## src/rtl/mfa_pkg.sv

```systemverilog
package mfa_pkg;
  typedef enum logic {
    ST_OOM = 1'b0,
    ST_IM  = 1'b1
  } align_st_t;

  localparam int unsigned DEF_NUM_W = 8;
  localparam int unsigned DEF_LOSS  = 5;
endpackage

```

## src/rtl/mfa_counter.sv

```systemverilog
module mfa_counter #(
  parameter int unsigned NUM_W = 8
) (
  input  logic             clk,
  input  logic             rst_n,
  input  logic             step,
  input  logic             load,
  input  logic [NUM_W-1:0] load_val,
  output logic [NUM_W-1:0] cur,
  output logic             start
);
  localparam logic [NUM_W-1:0] ONE = NUM_W'(1);

  logic [NUM_W-1:0] frame_no;

  // number assigned to the frame being accepted now
  always_comb begin
    frame_no = load ? load_val : cur;
  end

  always_ff @(posedge clk or negedge rst_n) begin
    if (!rst_n) begin
      cur   <= '0;
      start <= 1'b0;
    end else begin
      start <= step && (frame_no == '0);
      if (step) begin
        cur <= frame_no + ONE;
      end
    end
  end

  // plain step advances by one
  a_r2_step: assert property (@(posedge clk) disable iff (!rst_n)
    (step && !load) |=> (cur == $past(cur) + ONE));
  // no strobe, no movement
  a_r10_hold: assert property (@(posedge clk) disable iff (!rst_n)
    !step |=> $stable(cur));
endmodule

```

## src/rtl/mfa_acq.sv

```systemverilog
module mfa_acq #(
  parameter int unsigned NUM_W = 8
) (
  input  logic             clk,
  input  logic             rst_n,
  input  logic             step,
  input  logic [NUM_W-1:0] rx,
  output logic             pair_ok
);
  localparam logic [NUM_W-1:0] ONE = NUM_W'(1);

  logic [NUM_W-1:0] prev;
  logic             have_prev;

  always_comb begin
    pair_ok = have_prev && (rx == prev + ONE);
  end

  always_ff @(posedge clk or negedge rst_n) begin
    if (!rst_n) begin
      prev      <= '0;
      have_prev <= 1'b0;
    end else if (step) begin
      prev      <= rx;
      have_prev <= 1'b1;
    end
  end

  // the first frame after reset has no predecessor
  a_r5_no_early_pair: assert property (@(posedge clk) disable iff (!rst_n)
    (!have_prev && !step) |=> !have_prev);
endmodule

```

## src/rtl/mfa_loss.sv

```systemverilog
module mfa_loss #(
  parameter int unsigned LIMIT = 5
) (
  input  logic clk,
  input  logic rst_n,
  input  logic step,
  input  logic active,
  input  logic miss,
  output logic lose
);
  localparam int unsigned CW = $clog2(LIMIT + 1);
  localparam logic [CW-1:0] LAST = CW'(LIMIT - 1);
  localparam logic [CW-1:0] ONE  = CW'(1);

  logic [CW-1:0] run;

  always_comb begin
    lose = step && active && miss && (run == LAST);
  end

  always_ff @(posedge clk or negedge rst_n) begin
    if (!rst_n) begin
      run <= '0;
    end else if (!active) begin
      run <= '0;
    end else if (step) begin
      if (!miss || lose) run <= '0;
      else               run <= run + ONE;
    end
  end

  // the run never reaches the limit
  a_r6_run_bound: assert property (@(posedge clk) disable iff (!rst_n)
    run <= LAST);
  // a match restarts the run
  a_r7_match_clears: assert property (@(posedge clk) disable iff (!rst_n)
    (step && active && !miss) |=> (run == '0));
endmodule

```

## src/rtl/mframe_align.sv

```systemverilog
module mframe_align
  import mfa_pkg::*;
#(
  parameter int unsigned NUM_W = DEF_NUM_W,
  parameter int unsigned LOSS  = DEF_LOSS
) (
  input  logic             clk,
  input  logic             rst_n,
  input  logic             frm_valid,
  input  logic [NUM_W-1:0] frm_mfn,
  output logic [NUM_W-1:0] exp_num,
  output logic             mf_start,
  output logic             oom
);
  align_st_t        st;
  logic             pair_ok;
  logic             lock;
  logic             lose;
  logic             miss;
  logic [NUM_W-1:0] cur;

  always_comb begin
    lock    = frm_valid && (st == ST_OOM) && pair_ok;
    miss    = (frm_mfn != cur);
    oom     = (st == ST_OOM);
    exp_num = cur;
  end

  always_ff @(posedge clk or negedge rst_n) begin
    if (!rst_n) begin
      st <= ST_OOM;
    end else if (lock) begin
      st <= ST_IM;
    end else if (lose) begin
      st <= ST_OOM;
    end
  end

  mfa_counter #(.NUM_W(NUM_W)) u_cnt (
    .clk(clk), .rst_n(rst_n), .step(frm_valid), .load(lock),
    .load_val(frm_mfn), .cur(cur), .start(mf_start)
  );

  mfa_acq #(.NUM_W(NUM_W)) u_acq (
    .clk(clk), .rst_n(rst_n), .step(frm_valid), .rx(frm_mfn), .pair_ok(pair_ok)
  );

  mfa_loss #(.LIMIT(LOSS)) u_loss (
    .clk(clk), .rst_n(rst_n), .step(frm_valid), .active(st == ST_IM),
    .miss(miss), .lose(lose)
  );

  // a lock loads the received number plus one
  a_r3_load: assert property (@(posedge clk) disable iff (!rst_n)
    $fell(oom) |-> (exp_num == $past(frm_mfn) + NUM_W'(1)));
  // a loss only follows a frame
  a_r6_loss_on_frame: assert property (@(posedge clk) disable iff (!rst_n)
    $rose(oom) |-> $past(frm_valid));
  // start pulse only follows a frame
  a_r8_start_on_frame: assert property (@(posedge clk) disable iff (!rst_n)
    mf_start |-> $past(frm_valid));
  // state holds with no frame
  a_r10_state_hold: assert property (@(posedge clk) disable iff (!rst_n)
    !frm_valid |=> $stable(oom));
endmodule

```

## config.mk

```make
export PLATFORM = sky130hd
export DESIGN_NAME = mframe_align
export DESIGN_NICKNAME = d
export VERILOG_FILES = /design/src/rtl/mfa_pkg.sv /design/src/rtl/mfa_counter.sv /design/src/rtl/mfa_acq.sv /design/src/rtl/mfa_loss.sv /design/src/rtl/mframe_align.sv
export SDC_FILE = /design/constraint.sdc
export NUM_CORES = 1
export LEC_CHECK = 0
export CAP_MARGIN = 10
export CORE_UTILIZATION = 57
export CTS_BUF_LIST = sky130_fd_sc_hd__clkbuf_4
export DETAILED_ROUTE_END_ITERATION = 8
export GPL_TIMING_DRIVEN = 1
export PLACE_DENSITY_LB_ADDON = 0.12
export SLEW_MARGIN = 20
export SYNTH_ARGS = -nofsm -noshare
export SYNTH_HDL_FRONTEND = slang
export SYNTH_HIERARCHICAL = 1
export SYNTH_SLANG_ARGS = --single-unit
export TNS_END_PERCENT = 50
```

## constraint.sdc

```tcl
create_clock -name clk -period 3.85 [get_ports clk]
set_input_delay 0.77 -clock clk [delete_from_list [all_inputs] [get_ports clk]]
set_output_delay 0.77 -clock clk [all_outputs]
set_load 0.03 [all_outputs]
```

Word-level counts from Yosys, hierarchy flattened
Index checks and enable logic that the tools add are counted.
{"block": "classes", "n_addsub": 3, "n_eq_ne": 4, "mux": 6, "bitwise": 1, "reduce_logical": 11}
{"cell": "adder 8 x 1 -> 8 bit, second input constant", "count": 2}
{"cell": "2-to-1 mux 3 bit", "count": 3}
{"cell": "equality test 8 bit", "count": 1}
{"cell": "zero test 8 bit", "count": 1}
{"cell": "2-to-1 mux 8 bit", "count": 1}
{"cell": "!= test 8 bit", "count": 1}
{"cell": "logical AND 1 bit", "count": 7}
{"cell": "adder 3 x 1 -> 3 bit, second input constant", "count": 1}
{"cell": "equality test 3 bit, second input constant", "count": 1}
{"cell": "2-to-1 mux 1 bit", "count": 2}
{"cell": "!= test 2 bit, second input constant", "count": 1}
{"cell": "nonzero test 2 bit", "count": 1}
{"cell": "zero test 1 bit", "count": 1}
{"cell": "logical OR 1 bit", "count": 1}
{"cell": "NOT 1 bit", "count": 1}
{"block": "totals", "reg_bits": 22, "input_bits": 11, "output_inout_bits": 10, "elab_cells": 31}

Depth between registers and ports, before layout
Gate-level depths: netlist of run 1.
{"block": "logic_depth", "ltp_word": 7, "mapped_depth": 15, "mapped_depth_nobuf": 12}

Hierarchy
Netlist of run 1, hierarchy kept.
{"module": "mfa_counter", "n_inst": 1, "cells_each": 85, "area_each_um2": 774.5, "seq_area_each_um2": 225.2}
{"module": "mfa_acq", "n_inst": 1, "cells_each": 51, "area_each_um2": 559.3, "seq_area_each_um2": 225.2}
{"module": "mfa_loss", "n_inst": 1, "cells_each": 21, "area_each_um2": 192.7, "seq_area_each_um2": 75.1}
{"module": "mframe_align", "n_inst": 1, "cells_each": 15, "area_each_um2": 128.9, "seq_area_each_um2": 25.0}

Worst setup path before layout of run 1
Ideal clock, no wire load.
{"block": "synth_timing", "path_kind": "input -> register", "startpoint": "input port frm_mfn[3]", "endpoint": "register u_cnt.cur[4]", "setup_time_ns": 0.132, "arrival_time_ns": 2.925, "t_required_ns": 3.718, "setup_slack_ns": 0.793, "stages": 14, "n_path_buf": 3, "cell_sequence": "xnor2_1 xnor2_1 o31a_1 a211oi_2 and3_1 buf_6 clkbuf_8 mux2i_1 inv_1 ha_1 buf_2 and3_2 a31oi_2 o221ai_2"}
{"block": "synth_between", "elab_chain_cells": 5}
{"item": "from (decl)", "line": "mframe_align.sv:10", "rtl": "input logic [NUM_W-1:0] frm_mfn,"}
{"item": "equality test 8 bit", "line": "mfa_acq.sv:16", "rtl": "pair_ok = have_prev && (rx == prev + ONE);"}
{"item": "logical AND 1 bit", "line": "mfa_acq.sv:16"}
{"item": "named net pair_ok", "line": "mframe_align.sv:16", "rtl": "logic pair_ok;"}
{"item": "logical AND 1 bit", "line": "mframe_align.sv:23", "rtl": "lock = frm_valid && (st == ST_OOM) && pair_ok;"}
{"item": "named net lock", "line": "mframe_align.sv:17", "rtl": "logic lock;"}
{"item": "2-to-1 mux 8 bit", "line": "mfa_counter.sv:18", "rtl": "frame_no = load ? load_val : cur;"}
{"item": "adder 8 x 1 -> 8 bit", "line": "mfa_counter.sv:28", "rtl": "cur <= frame_no + ONE;"}
{"item": "to (signal assigned)", "line": "mfa_counter.sv:28"}
{"item": "to (decl)", "line": "mfa_counter.sv:9", "rtl": "output logic [NUM_W-1:0] cur,"}
The timed path passes the listed nets, and every way through them passes these cells.
A chain may end at the register's enable or synchronous reset.

Final worst setup path of run 1
{"block": "layout_timing", "startpoint": "input port frm_mfn[7]", "endpoint": "register u_cnt.cur[6]"}
The elaborated chain is that of the path after synthesis.

==> results.txt, run 1 <==
Setup repair after global routing left no endpoint under its margin. The number of pins exceeding their max-slew limit in the final report was 0; the biggest fanout along the worst timing path was 8. The number of antenna repair diodes was 0; the fill cell instance count of the final layout was 247. The worst hold-check path type was in -> async. Input and output buffers added on the ports amount to 20. The kind of launch point of the worst setup path was an input port. Area inside the core boundary: 2760 um2. The final total negative setup slack was 0 ns. The critical path is of the in -> reg type. The logs give 416 uV for the worst-case vdd ir drop and 53 for the unique cell type count in the Yosys netlist. For this design the top-level I/O count stands at 21.

Routability-driven placement finished with a final weighted congestion of 0.887. Summed over all cells, the static leakage comes to 0.800 nW. Clock-pin slew was measured on the worst setup and hold paths at 0.13 ns. The final core utilization was 0.708; the relative max-transition margin was 0.668. The layout-stage area growth over the synthesis result was 17.9%; the initial antenna violation count was 0. After detailed routing, the number of remaining DRC violations is 0.

The share of the clock period used by the worst path is 0.880. The first global-routing pass estimated 6660 um of wire. Measured along the y axis, the die boundary spans 55.9 um. The die is 55.9 um wide. The via count of the first global-routing pass is 1393.

Timing would allow up to 295 MHz. The power density over the cells came out at 489 nW/um2. Summing all flip-flop and latch instances after layout gives 551 um2. The max capacitance violation total was 0; the number of buffers on the longest clock path was 2. The final critical-path setup slack was 0.461 ns; the final count of negative-setup-slack endpoints was 0. The number of cells on the worst reg-to-reg path is 12, and the Yosys warning count is 6.

The startpoint of the worst setup timing path is frm_mfn[7]. The worst reg-to-reg setup slack was 0.83 ns; the measured slew at the worst slew-check pin was 0.498 ns. Dividing the detail-routed wire length by the instance count gives 17.2 um.

Data arrives at the worst endpoint at 3.61 ns. The run gives 0 as the count of hold buffers inserted by post-cts repair. TritonCTS created 3 clock buffers. The HPWL after detailed placement was 2860 um. The total via count in the routed design is 1445. The logs give 4.07 ns for the worst path required time and 1950 um2 for the final non-filler cell area. The vias per cell works out to 6.34. Synthesis produced a netlist with a net count of 188. Post-route antenna net violation count: 0. For the routed wire length, the log shows 3920 um.

STA classifies the critical path endpoint as a register. The worst hold slack across all endpoints was 0.399 ns. The sequential area share after synthesis came out at 0.333.

The tree built by TritonCTS fans out to 22 sinks. Clock latency on the worst-skew pair, taken at its later pin, is 0.31 ns. The fraction of final layout cells with drive strength greater than 1 is 0.183, and the share of synthesized registers carrying an async set or reset is 1.00.

On the final layout, the worst clock skew is 0.00299 ns. The tools report the number of nets in the finished design as 214. The tree is rooted in a sky130_fd_sc_hd__clkbuf_4. The tools report the global router's overall resource usage as 0.269. TritonCTS built the clock tree.

The logs give 172 for the cell count after synthesis and 228 for the number of non-filler instances in the completed layout. Entering global routing, the biggest net connects 33 pins. The run gives 955 uW as the sum of internal, switching and leakage power. The detailed router's first-iteration violation count is 64. For the initial cell density of the core, the log shows 0.600. The most used flip-flop cell after synthesis is sky130_fd_sc_hd__dfrtp_1. The number of hold violations in the final report is 0, and the total setup buffers inserted after CTS is 0. In this run, synthesis produced a sequential element count of 22. Pre-CTS setup slack: 0.205 ns. Summed over all layers, the global routing overflow is 0. In this run, post-CTS repair resized a total of 0 instances. Maximum level of the CTS H-tree: 1. In the final layout, the multi-input gates occupy 1020 um2.

The first detailed-routing pass took 4 iterations. The post-place instance area came out at 1900 um2. The tools report the post-placement cell count as 224. The flow ran to the end, and the final reports show no timing, DRC or antenna violations.

In this run, synthesis inferred 0 flip-flops with an integrated enable. The minimum period implied by the final worst setup slack came out at 3.39 ns. Mean area per synthesized cell: 9.62 um2. In this run the critical register-to-register path is launched from u_acq/prev[0]. The die covers 3120 um2.

The endpoint identified for the worst register-to-register timing path is u_cnt/cur[6]. The floorplan has 19 rows. After synthesis the cells add up to 1660 um2.
## where the power goes
part	internal, mW	total, mW	leakage [nW]	switching (mW)
Sequential	0.277	0.346	0.262	0.0687
Clock	0.105	0.182	0.0279	0.0769
Combinational	0.195	0.427	0.510	0.232
## registers in the layout (all words and copies together) (netlist names)
name             count
u_loss/run           3
u_cnt/start          1
u_acq/prev           8
u_cnt/cur            8
st                   1
u_acq/have_prev      1
## critical path, stage by stage
cell and delay (ns):
sky130_fd_sc_hd__clkdlybuf4s50_1 0.51, sky130_fd_sc_hd__xnor2_1 0.34, sky130_fd_sc_hd__and4b_1 0.24, sky130_fd_sc_hd__a41oi_1 0.20, sky130_fd_sc_hd__a211oi_2 0.10, sky130_fd_sc_hd__and3_1 0.25, sky130_fd_sc_hd__mux2i_1 0.17, sky130_fd_sc_hd__inv_1 0.08
sky130_fd_sc_hd__ha_1 0.32, sky130_fd_sc_hd__nand3_1 0.18, sky130_fd_sc_hd__xor2_1 0.19, sky130_fd_sc_hd__a221oi_2 0.27
## metal layers
metal | routed length, um | vias up | track usage
met3 | 325 | 8 | 0.0395
met1 | 1690 | 695 | 0.378
met4 | 76 | 0 | 0.0976
met5 | 0 | - | 0
li1 | - | 678 | -
met2 | 1830 | 64 | 0.425
## cell usage after synthesis, types with 3 or more instances
library cell | number | area share
sky130_fd_sc_hd__dfrtp_1 | 22 | 0.33
sky130_fd_sc_hd__nand3_1 | 7 | 0.021
sky130_fd_sc_hd__xor2_1 | 13 | 0.069
sky130_fd_sc_hd__nor2_1 | 5 | 0.011
sky130_fd_sc_hd__nand2_1 | 12 | 0.027
sky130_fd_sc_hd__and2_1 | 3 | 0.011
sky130_fd_sc_hd__inv_1 | 11 | 0.025
sky130_fd_sc_hd__and3_1 | 4 | 0.015
sky130_fd_sc_hd__a21oi_1 | 4 | 0.012
sky130_fd_sc_hd__mux2i_1 | 3 | 0.018
sky130_fd_sc_hd__o21ai_0 | 7 | 0.021
sky130_fd_sc_hd__mux2_2 | 9 | 0.061
sky130_fd_sc_hd__ha_1 | 5 | 0.038
sky130_fd_sc_hd__and3_2 | 3 | 0.014
sky130_fd_sc_hd__nor4_1 | 4 | 0.015
sky130_fd_sc_hd__xnor2_1 | 10 | 0.053
sky130_fd_sc_hd__nand4_1 | 6 | 0.023
## how the worst max path moves through the flow
stage | end | slack, ns | cells past startpoint
after global routing | u_cnt/cur[6] | 0.35 | 12
after floorplan | u_cnt/cur[4] | 0.79 | 14
after detailed placement | u_cnt/cur[4] | 0.21 | 12
after global placement | u_cnt/cur[4] | 0.36 | 12
final | u_cnt/cur[6] | 0.46 | 12
after CTS | u_cnt/cur[6] | 0.54 | 12
## cell usage in the layout, fill, tap and decap left out, types with 7 or more instances in the layout
cell	count
sky130_fd_sc_hd__xor2_1	13
sky130_fd_sc_hd__mux2_2	9
sky130_fd_sc_hd__xnor2_1	10
sky130_fd_sc_hd__nand2_1	12
sky130_fd_sc_hd__o21ai_0	7
sky130_fd_sc_hd__dfrtp_1	22
sky130_fd_sc_hd__buf_4	7
sky130_fd_sc_hd__nand3_1	7
sky130_fd_sc_hd__inv_1	11
sky130_fd_sc_hd__clkdlybuf4s50_1	19
## cells by family after synthesis
kind of cell,Yosys count,synth area share
and+or+nand+nor,57,0.205
adders and majority gates,5,0.0378
muxes,13,0.0884
DFF,22,0.333
xor gates and xnor gates,23,0.122
AOI/OAI and AO/OA,35,0.164
buffers and inverters,17,0.0506
## area by class of cell
type	count	share of cell area
multi-input combinational	133	0.523
sequential	22	0.282
timing repair buffer	27	0.127
inverter	11	0.0212
tap	31	0.0199
clock inverter	1	0.0154
clock buffer	3	0.0115
Power figures use the tool's default switching activity.
==> run 2, diff against run 1 <==
--- a/config.mk
+++ b/config.mk
@@ -5,7 +5,6 @@
 export SDC_FILE = /design/constraint.sdc
 export NUM_CORES = 1
 export LEC_CHECK = 0
-export CAP_MARGIN = 10
 export CORE_UTILIZATION = 57
 export CTS_BUF_LIST = sky130_fd_sc_hd__clkbuf_4
 export DETAILED_ROUTE_END_ITERATION = 8
==> results of run 2 <==
Same layout as run 1: the final DEF is identical, and so are final timing and power.
